## config.mk

```make
export PLATFORM = sky130hd
export DESIGN_NAME = irq_vector_ctrl
export DESIGN_NICKNAME = d
export VERILOG_FILES = /design/src/rtl/irq_pkg.sv /design/src/rtl/irq_latch_bank.sv /design/src/rtl/irq_prio_pick.sv /design/src/rtl/irq_vec_table.sv /design/src/rtl/irq_vector_ctrl.sv
export SDC_FILE = /design/constraint.sdc
export NUM_CORES = 1
export LEC_CHECK = 0
export CAP_MARGIN = 30
export CORE_MARGIN = 2
export CORE_UTILIZATION = 35
export DETAILED_ROUTE_END_ITERATION = 6
export DONT_BUFFER_PORTS = 1
export PLACE_DENSITY = 0.46
export SYNTH_ARGS = -nofsm -noshare
export SYNTH_HDL_FRONTEND = slang
export SYNTH_SLANG_ARGS = --single-unit
```

## constraint.sdc

```tcl
create_clock -name clk -period 3.4 [get_ports clk]
set_input_delay 0.17 -clock clk [delete_from_list [all_inputs] [get_ports clk]]
set_output_delay 0.17 -clock clk [all_outputs]
set_load 0.05 [all_outputs]
```

## src/rtl/irq_pkg.sv

```systemverilog
package irq_pkg;
  localparam int MAX_SRC = 32;
  typedef logic [MAX_SRC-1:0] src_vec_t;

  // index of the lowest set bit; 0 when none set
  function automatic logic [4:0] lowest_set(input src_vec_t v);
    logic [4:0] idx;
    logic       found;
    idx   = '0;
    found = 1'b0;
    for (int i = 0; i < MAX_SRC; i++) begin
      if (!found && v[i]) begin
        idx   = 5'(i);
        found = 1'b1;
      end
    end
    return idx;
  endfunction

  // latched sources allowed to dispatch: unmasked or non-maskable
  function automatic src_vec_t qualify(input src_vec_t pend, input src_vec_t mask,
                                       input src_vec_t nmi);
    return pend & (~mask | nmi);
  endfunction
endpackage

```

## src/rtl/irq_latch_bank.sv

```systemverilog
module irq_latch_bank #(
  parameter int NSRC = 16
) (
  input  logic            clk,
  input  logic            rst_n,
  input  logic [NSRC-1:0] hw_req,
  input  logic [NSRC-1:0] sw_set,
  input  logic [NSRC-1:0] sw_clr,
  input  logic [NSRC-1:0] take_clr,
  output logic [NSRC-1:0] latch_q
);
  logic [NSRC-1:0] clr_vec;
  assign clr_vec = sw_clr | take_clr;

  // set terms applied after clear terms: a new request is never lost
  always_ff @(posedge clk or negedge rst_n) begin
    if (!rst_n) latch_q <= '0;
    else        latch_q <= (latch_q & ~clr_vec) | hw_req | sw_set;
  end

  // a request seen on an edge is held in the latch
  a_r1_req_held: assert property (@(posedge clk) disable iff (!rst_n)
    $past(rst_n) |-> ((latch_q & $past(hw_req)) == $past(hw_req)));

  // bits not cleared stay pending
  a_r4_pending_kept: assert property (@(posedge clk) disable iff (!rst_n)
    $past(rst_n) |-> ((latch_q & $past(latch_q & ~clr_vec)) == $past(latch_q & ~clr_vec)));
endmodule

```

## src/rtl/irq_prio_pick.sv

```systemverilog
module irq_prio_pick
  import irq_pkg::*;
#(
  parameter int              NSRC    = 16,
  parameter logic [NSRC-1:0] NMI_SET = 16'h0003,
  localparam int             IDXW    = (NSRC > 1) ? $clog2(NSRC) : 1
) (
  input  logic [NSRC-1:0] latch,
  input  logic [NSRC-1:0] mask,
  output logic            any_o,
  output logic [IDXW-1:0] src_o
);
  src_vec_t elig_all, elig_nmi;

  always_comb begin
    elig_all = qualify(src_vec_t'(latch), src_vec_t'(mask), src_vec_t'(NMI_SET));
    elig_nmi = src_vec_t'(latch & NMI_SET);
    any_o    = |elig_all;
    if (|elig_nmi) src_o = IDXW'(lowest_set(elig_nmi));
    else           src_o = IDXW'(lowest_set(elig_all));
  end
endmodule

```

## src/rtl/irq_vec_table.sv

```systemverilog
module irq_vec_table #(
  parameter int          NSRC        = 16,
  parameter int          AW          = 32,
  parameter logic [AW-1:0] DEFAULT_VEC = 32'h0000_0F00,
  localparam int         IDXW        = (NSRC > 1) ? $clog2(NSRC) : 1
) (
  input  logic            clk,
  input  logic            rst_n,
  input  logic            wr_en,
  input  logic [IDXW-1:0] wr_idx,
  input  logic [AW-1:0]   wr_data,
  input  logic [IDXW-1:0] rd_idx_a,
  output logic [AW-1:0]   rd_a,
  input  logic [IDXW-1:0] rd_idx_b,
  output logic [AW-1:0]   rd_b
);
  logic [AW-1:0] entry_q [NSRC];

  for (genvar g = 0; g < NSRC; g++) begin : g_entry
    always_ff @(posedge clk or negedge rst_n) begin
      if (!rst_n)                                     entry_q[g] <= DEFAULT_VEC;
      else if (wr_en && (int'(wr_idx) == g))          entry_q[g] <= wr_data;
    end
  end

  assign rd_a = (int'(rd_idx_a) < NSRC) ? entry_q[rd_idx_a] : DEFAULT_VEC;
  assign rd_b = (int'(rd_idx_b) < NSRC) ? entry_q[rd_idx_b] : DEFAULT_VEC;
endmodule

```

## src/rtl/irq_vector_ctrl.sv

```systemverilog
module irq_vector_ctrl #(
  parameter int              NSRC        = 16,
  parameter int              AW          = 32,
  parameter int              ADDR_W      = 6,
  parameter logic [NSRC-1:0] NMI_SET     = 16'h0003,
  parameter logic [AW-1:0]   DEFAULT_VEC = 32'h0000_0F00,
  localparam int             IDXW        = (NSRC > 1) ? $clog2(NSRC) : 1
) (
  input  logic              clk,
  input  logic              rst_n,
  input  logic [NSRC-1:0]   irq_i,
  input  logic              insn_boundary_i,
  input  logic [AW-1:0]     pc_next_i,
  input  logic              rti_i,
  input  logic              reg_we_i,
  input  logic [ADDR_W-1:0] reg_addr_i,
  input  logic [AW-1:0]     reg_wdata_i,
  output logic [AW-1:0]     reg_rdata_o,
  output logic              take_o,
  output logic [IDXW-1:0]   src_id_o,
  output logic              pc_load_o,
  output logic [AW-1:0]     pc_target_o
);
  localparam int VEC_BASE  = 1 << (ADDR_W - 1);
  localparam int A_SET     = 0;
  localparam int A_CLR     = 1;
  localparam int A_MASK    = 2;
  localparam int A_RET     = 3;
  localparam int A_STAT    = 4;

  logic [NSRC-1:0] latch_q, mask_q, sw_set, sw_clr, take_clr;
  logic [AW-1:0]   ret_q, vec_disp, vec_reg;
  logic            gie_q, any_elig, in_vec, vec_we;
  logic [IDXW-1:0] pick_src, vec_idx;

  // register port decode
  assign in_vec  = int'(reg_addr_i) >= VEC_BASE;
  assign vec_idx = IDXW'(int'(reg_addr_i) - VEC_BASE);
  assign vec_we  = reg_we_i && in_vec && ((int'(reg_addr_i) - VEC_BASE) < NSRC);
  assign sw_set  = (reg_we_i && int'(reg_addr_i) == A_SET) ? reg_wdata_i[NSRC-1:0] : '0;
  assign sw_clr  = (reg_we_i && int'(reg_addr_i) == A_CLR) ? reg_wdata_i[NSRC-1:0] : '0;

  // dispatch decision
  assign take_o      = insn_boundary_i && gie_q && any_elig && !rti_i;
  assign take_clr    = take_o ? (NSRC'(1) << pick_src) : '0;
  assign src_id_o    = pick_src;
  assign pc_load_o   = take_o || rti_i;
  assign pc_target_o = rti_i ? ret_q : vec_disp;

  irq_latch_bank #(.NSRC(NSRC)) latch_i (
    .clk(clk), .rst_n(rst_n), .hw_req(irq_i), .sw_set(sw_set),
    .sw_clr(sw_clr), .take_clr(take_clr), .latch_q(latch_q));

  irq_prio_pick #(.NSRC(NSRC), .NMI_SET(NMI_SET)) pick_i (
    .latch(latch_q), .mask(mask_q), .any_o(any_elig), .src_o(pick_src));

  irq_vec_table #(.NSRC(NSRC), .AW(AW), .DEFAULT_VEC(DEFAULT_VEC)) table_i (
    .clk(clk), .rst_n(rst_n), .wr_en(vec_we), .wr_idx(vec_idx), .wr_data(reg_wdata_i),
    .rd_idx_a(pick_src), .rd_a(vec_disp), .rd_idx_b(vec_idx), .rd_b(vec_reg));

  always_ff @(posedge clk or negedge rst_n) begin
    if (!rst_n) begin
      mask_q <= '0;
      ret_q  <= '0;
      gie_q  <= 1'b1;
    end else begin
      if (reg_we_i && int'(reg_addr_i) == A_MASK) mask_q <= reg_wdata_i[NSRC-1:0];
      if (take_o) begin
        ret_q <= pc_next_i;
        gie_q <= 1'b0;
      end else if (rti_i) begin
        gie_q <= 1'b1;
      end
    end
  end

  always_comb begin
    reg_rdata_o = '0;
    if (in_vec)                                                   reg_rdata_o = vec_reg;
    else if (int'(reg_addr_i) == A_SET || int'(reg_addr_i) == A_CLR) reg_rdata_o = AW'(latch_q);
    else if (int'(reg_addr_i) == A_MASK)                          reg_rdata_o = AW'(mask_q);
    else if (int'(reg_addr_i) == A_RET)                           reg_rdata_o = ret_q;
    else if (int'(reg_addr_i) == A_STAT)                          reg_rdata_o = AW'(gie_q);
  end

  // a dispatched source is unmasked or non-maskable
  a_r2_mask_respected: assert property (@(posedge clk) disable iff (!rst_n)
    take_o |-> (!mask_q[src_id_o] || NMI_SET[src_id_o]));

  // a latched non-maskable source beats maskable ones
  a_r3_nmi_first: assert property (@(posedge clk) disable iff (!rst_n)
    (take_o && |(latch_q & NMI_SET)) |-> NMI_SET[src_id_o]);

  // chosen source was latched
  a_r4_pick_latched: assert property (@(posedge clk) disable iff (!rst_n)
    take_o |-> latch_q[src_id_o]);

  // no program counter change off the boundary without a return
  a_r5_boundary_only: assert property (@(posedge clk) disable iff (!rst_n)
    (!insn_boundary_i && !rti_i) |-> !pc_load_o);

  // return register captures the next fetch address
  a_r6_ret_saved: assert property (@(posedge clk) disable iff (!rst_n)
    take_o |=> (ret_q == $past(pc_next_i)));

  // enable drops after dispatch, returns after the strobe
  a_r10_gie_drop: assert property (@(posedge clk) disable iff (!rst_n)
    take_o |=> !gie_q);
  a_r10_gie_back: assert property (@(posedge clk) disable iff (!rst_n)
    rti_i |=> gie_q);
endmodule

```

==> impl_metrics.tcl <==
set metrics [dict create \
    result_of_the_run "finished with violations" \
    violations "design-rule violations, negative hold slack, max-slew violations, negative setup slack" \
    grt_pass1_vias 23202 \
    power_w 0.0202 \
    clock_sinks 577 \
    io_pins 161 \
    measured_slew_at_the_worst_slew_check_pin_ps 2920 \
    synth_top_area_share_pct 41.0 \
    timing.critical_path.from_type "flip-flop" \
    cellLeakagePower_nw 16.5 \
    yosys.area_share.adder_pct 0 \
    gp_congestion 0.813 \
    placementRows 109 \
    tightest_hold_check_type "input pin to asynchronous set/reset pin" \
    synth_area_leader_cell "sky130_fd_sc_hd__dfrtp_1" \
    port_buffers 0 \
    timing.hold.ws_ps -716 \
    drcViolationCount 27 \
    yosys_register_bits 577 \
    setup_repair_after_global_routing_missed_its_margin "true" \
    clock-skew-final_ps 19.9 \
    groute.usage.overall_pct 25.7 \
    cts_htree_levels 3 \
    synth.area.top_cells "sky130_fd_sc_hd__dfrtp_1, sky130_fd_sc_hd__mux2_2, sky130_fd_sc_hd__mux4_2, sky130_fd_sc_hd__dfstp_2, sky130_fd_sc_hd__mux2i_1" \
    worst_ep_arrival_time_ps 3920 \
    route.detailed.wl_per_inst_um 31.4 \
    critPathRequiredTime_ps 3230 \
    worst_ir_drop_vdd_mv 0.328 \
    worst-path-max-fanout 9 \
    layout_commonest_cell "sky130_fd_sc_hd__mux2_2" \
    fp.dieW_um 303 \
    placed_area_mm2 0.0343 \
    globalRouteOverflowTotal 0 \
    clock_tree_from_tritoncts "done" \
    post-dp-hpwl_mm 67.6 \
    number_of_antenna_violations_at_the_first_check_in_global_routing 15 \
    synthesis.instances 2348 \
    synth.yosys.seq_area_share_pct 46.4 \
    power_density_mw_per_mm2 522 \
    layout-area-overhead-vs-synth_pct 24.0 \
    synth_compound_area_share_pct 6.63 \
    period_needed_ps 4090 \
    worstSkewPairLatency_ps 640 \
    drive_gt1_share_pct 50.0 \
    clock_tree.root_cell "sky130_fd_sc_hd__clkbuf_16" \
    design.die.area_mm2 0.0917 \
    num_cts_buffers 72 \
    drtIter0Drc 1782 \
    maximum_number_of_pins_on_one_net_before_global_route_repair 578 \
    clk_path_buf_depth 3 \
    first_pass_grt_wire_length_mm 169 \
    die_height_um 303 \
    dr_total_vias 22566 \
    layout_setup_ws_ps -686 \
    worst_slew_margin_rel_pct -94.4 \
    placeableCoreArea_mm2 0.0885 \
    synth.lib_cells_used.distinct 61 \
    synth_top_family_by_area "multiplexers" \
    firstDrtPassIters 7 \
    detail-route-antenna-nets 0 \
    via_per_inst 5.97 \
    start_util_pct 35.3 \
    timing.fmax_mhz 245 \
    hold_viol_final 530 \
    synth-edff-count 0 \
    yosys_warnings 0 \
    synth_simple_gate_area_share_pct 5.43 \
    worst_setup_hold_path_clk_slew_ps 60 \
    timing.final.max_slew_violations 443 \
    async_reset_ff_share_pct 100 \
    syn-mean-instance-area_um2 13.3 \
    worst_setup_end_kind "output port" \
    synth.net_count 2439 \
    final-setup-viol-count 32 \
    path_type_of_the_worst_setup_path "flip-flop to output port" \
    synth.mux.area_fraction_pct 38.5 \
    synthXorXnorAreaFrac_pct 0 \
    drt-total-wl_mm 119 \
    dominantRegCellSynth "sky130_fd_sc_hd__dfrtp_1" \
    timing.final.crit_share_pct 120 \
    total_negative_setup_slack_ps -20010 \
    layout.cell_area.non_filler_mm2 0.0388 \
    timing.max_cap.violations 0 \
    highest_count_cells_in_the_layout_ignoring_fill_and_taps "sky130_fd_sc_hd__mux2_2, sky130_fd_sc_hd__dfrtp_1, sky130_fd_sc_hd__buf_4, sky130_fd_sc_hd__mux4_2, sky130_fd_sc_hd__mux2i_1" \
    finish.net_count 2643 \
    utilization_pct 43.8 \
    netlist_area_mm2 0.0313 \
]
-- repair_timing --
item / CTS / global route
gates cloned: 6 / 2
hold buffers: 91 / 3
gates resized for setup: 121 / 47
pin swaps: 21 / 21
endpoints found under the hold margin: 1154 / 557
endpoints found under the setup margin: 32 / 42
buffers inserted: 11 / 14
-- state kept, by name, indices dropped and copies added, names as in the netlist --
signal / count
gie_q: 1
ret_q: 32
latch_i.latch_q: 16
table_i.entry_q: 512
mask_q: 16
-- worst max-delay path, cell delays in order (launching register included) --
cell,delay [ps]
sky130_fd_sc_hd__dfrtp_1,370
sky130_fd_sc_hd__nor2b_4,150
sky130_fd_sc_hd__or4_4,540
sky130_fd_sc_hd__o2111ai_4,240
sky130_fd_sc_hd__o211ai_4,160
sky130_fd_sc_hd__nand2_8,190
sky130_fd_sc_hd__buf_12,150
sky130_fd_sc_hd__clkinv_16,80
sky130_fd_sc_hd__mux2_4,300
sky130_fd_sc_hd__a222oi_1,370
sky130_fd_sc_hd__or4b_4,550
sky130_fd_sc_hd__buf_8,170
-- worst paths after layout --
check | startpoint | slack (ps) | to | depth (start not counted)
min | rst_n | -720 | mask_q[4] | 0
max reg2reg | latch_i.latch_q[3] | 60 | latch_i.latch_q[12] | 13
min reg2reg | mask_q[1] | 520 | mask_q[1] | 1
max | latch_i.latch_q[3] | -690 | pc_target_o[11] | 11
min in group clk | insn_boundary_i | 70 | ret_q[0] | 5
max in group asynchronous | rst_n | 1880 | table_i.entry_q[404] | 0
-- layout make-up --
type                    count  area [µm²]
diodes                      7        17.5
clock buffers             108        2160
clock inverters            25         319
fillers                  8035       49700
inverters                   7        63.8
multi-input cells        1536       16300
flip-flops and latches    577       14500
well taps                1165        1460
repair buffers            356        3880
repair inverters            2        41.3
-- cells in the mapped netlist (18+ instances only) --
master,count
sky130_fd_sc_hd__or4_1,25
sky130_fd_sc_hd__nand3_1,28
sky130_fd_sc_hd__dfrtp_1,512
sky130_fd_sc_hd__buf_2,26
sky130_fd_sc_hd__a211oi_1,51
sky130_fd_sc_hd__o221ai_1,22
sky130_fd_sc_hd__nor2b_1,18
sky130_fd_sc_hd__mux4_2,163
sky130_fd_sc_hd__o21ai_0,88
sky130_fd_sc_hd__nor2_1,28
sky130_fd_sc_hd__buf_1,36
sky130_fd_sc_hd__clkbuf_1,152
sky130_fd_sc_hd__a21o_1,23
sky130_fd_sc_hd__mux2_2,569
sky130_fd_sc_hd__nand2_1,134
sky130_fd_sc_hd__a21oi_1,18
sky130_fd_sc_hd__and3_1,34
sky130_fd_sc_hd__mux2i_1,168
sky130_fd_sc_hd__dfstp_2,65
sky130_fd_sc_hd__o22ai_1,29
-- through the flow --
stage | setup slack (ps) | instances
2_1_floorplan | 18.2 | 2348
3_3_place_gp | -291 | 3520
3_5_place_dp | -296 | 3521
4_1_cts | -703 | 3761
5_1_grt | -798 | 3778
6_report | -686 | 3783
-- power breakdown --
part	switching (W)	total, W	internal, W
clock network	0.00322	0.00802	0.00480
registers	0.000725	0.00859	0.00787
logic	0.00161	0.00362	0.00201
-- cells by family after synthesis --
kind of cell           Yosys count
flip-flops                     577
multiplexers                   920
buffers and inverters          235
AO/OA/AOI/OAI                  296
AND/OR/NAND/NOR                320
-- metal layers --
| metal | vias to the layer above | global-route usage, % | wire [µm] |
|---|---|---|---|
| met5 | - | 0 | 41 |
| met4 | 6 | 8.74 | 3660 |
| met3 | 195 | 6.08 | 8300 |
| met2 | 833 | 39.9 | 54600 |
| met1 | 12153 | 35.2 | 52100 |
| li1 | 9379 | - | - |
(Power assumes the default switching activity.)
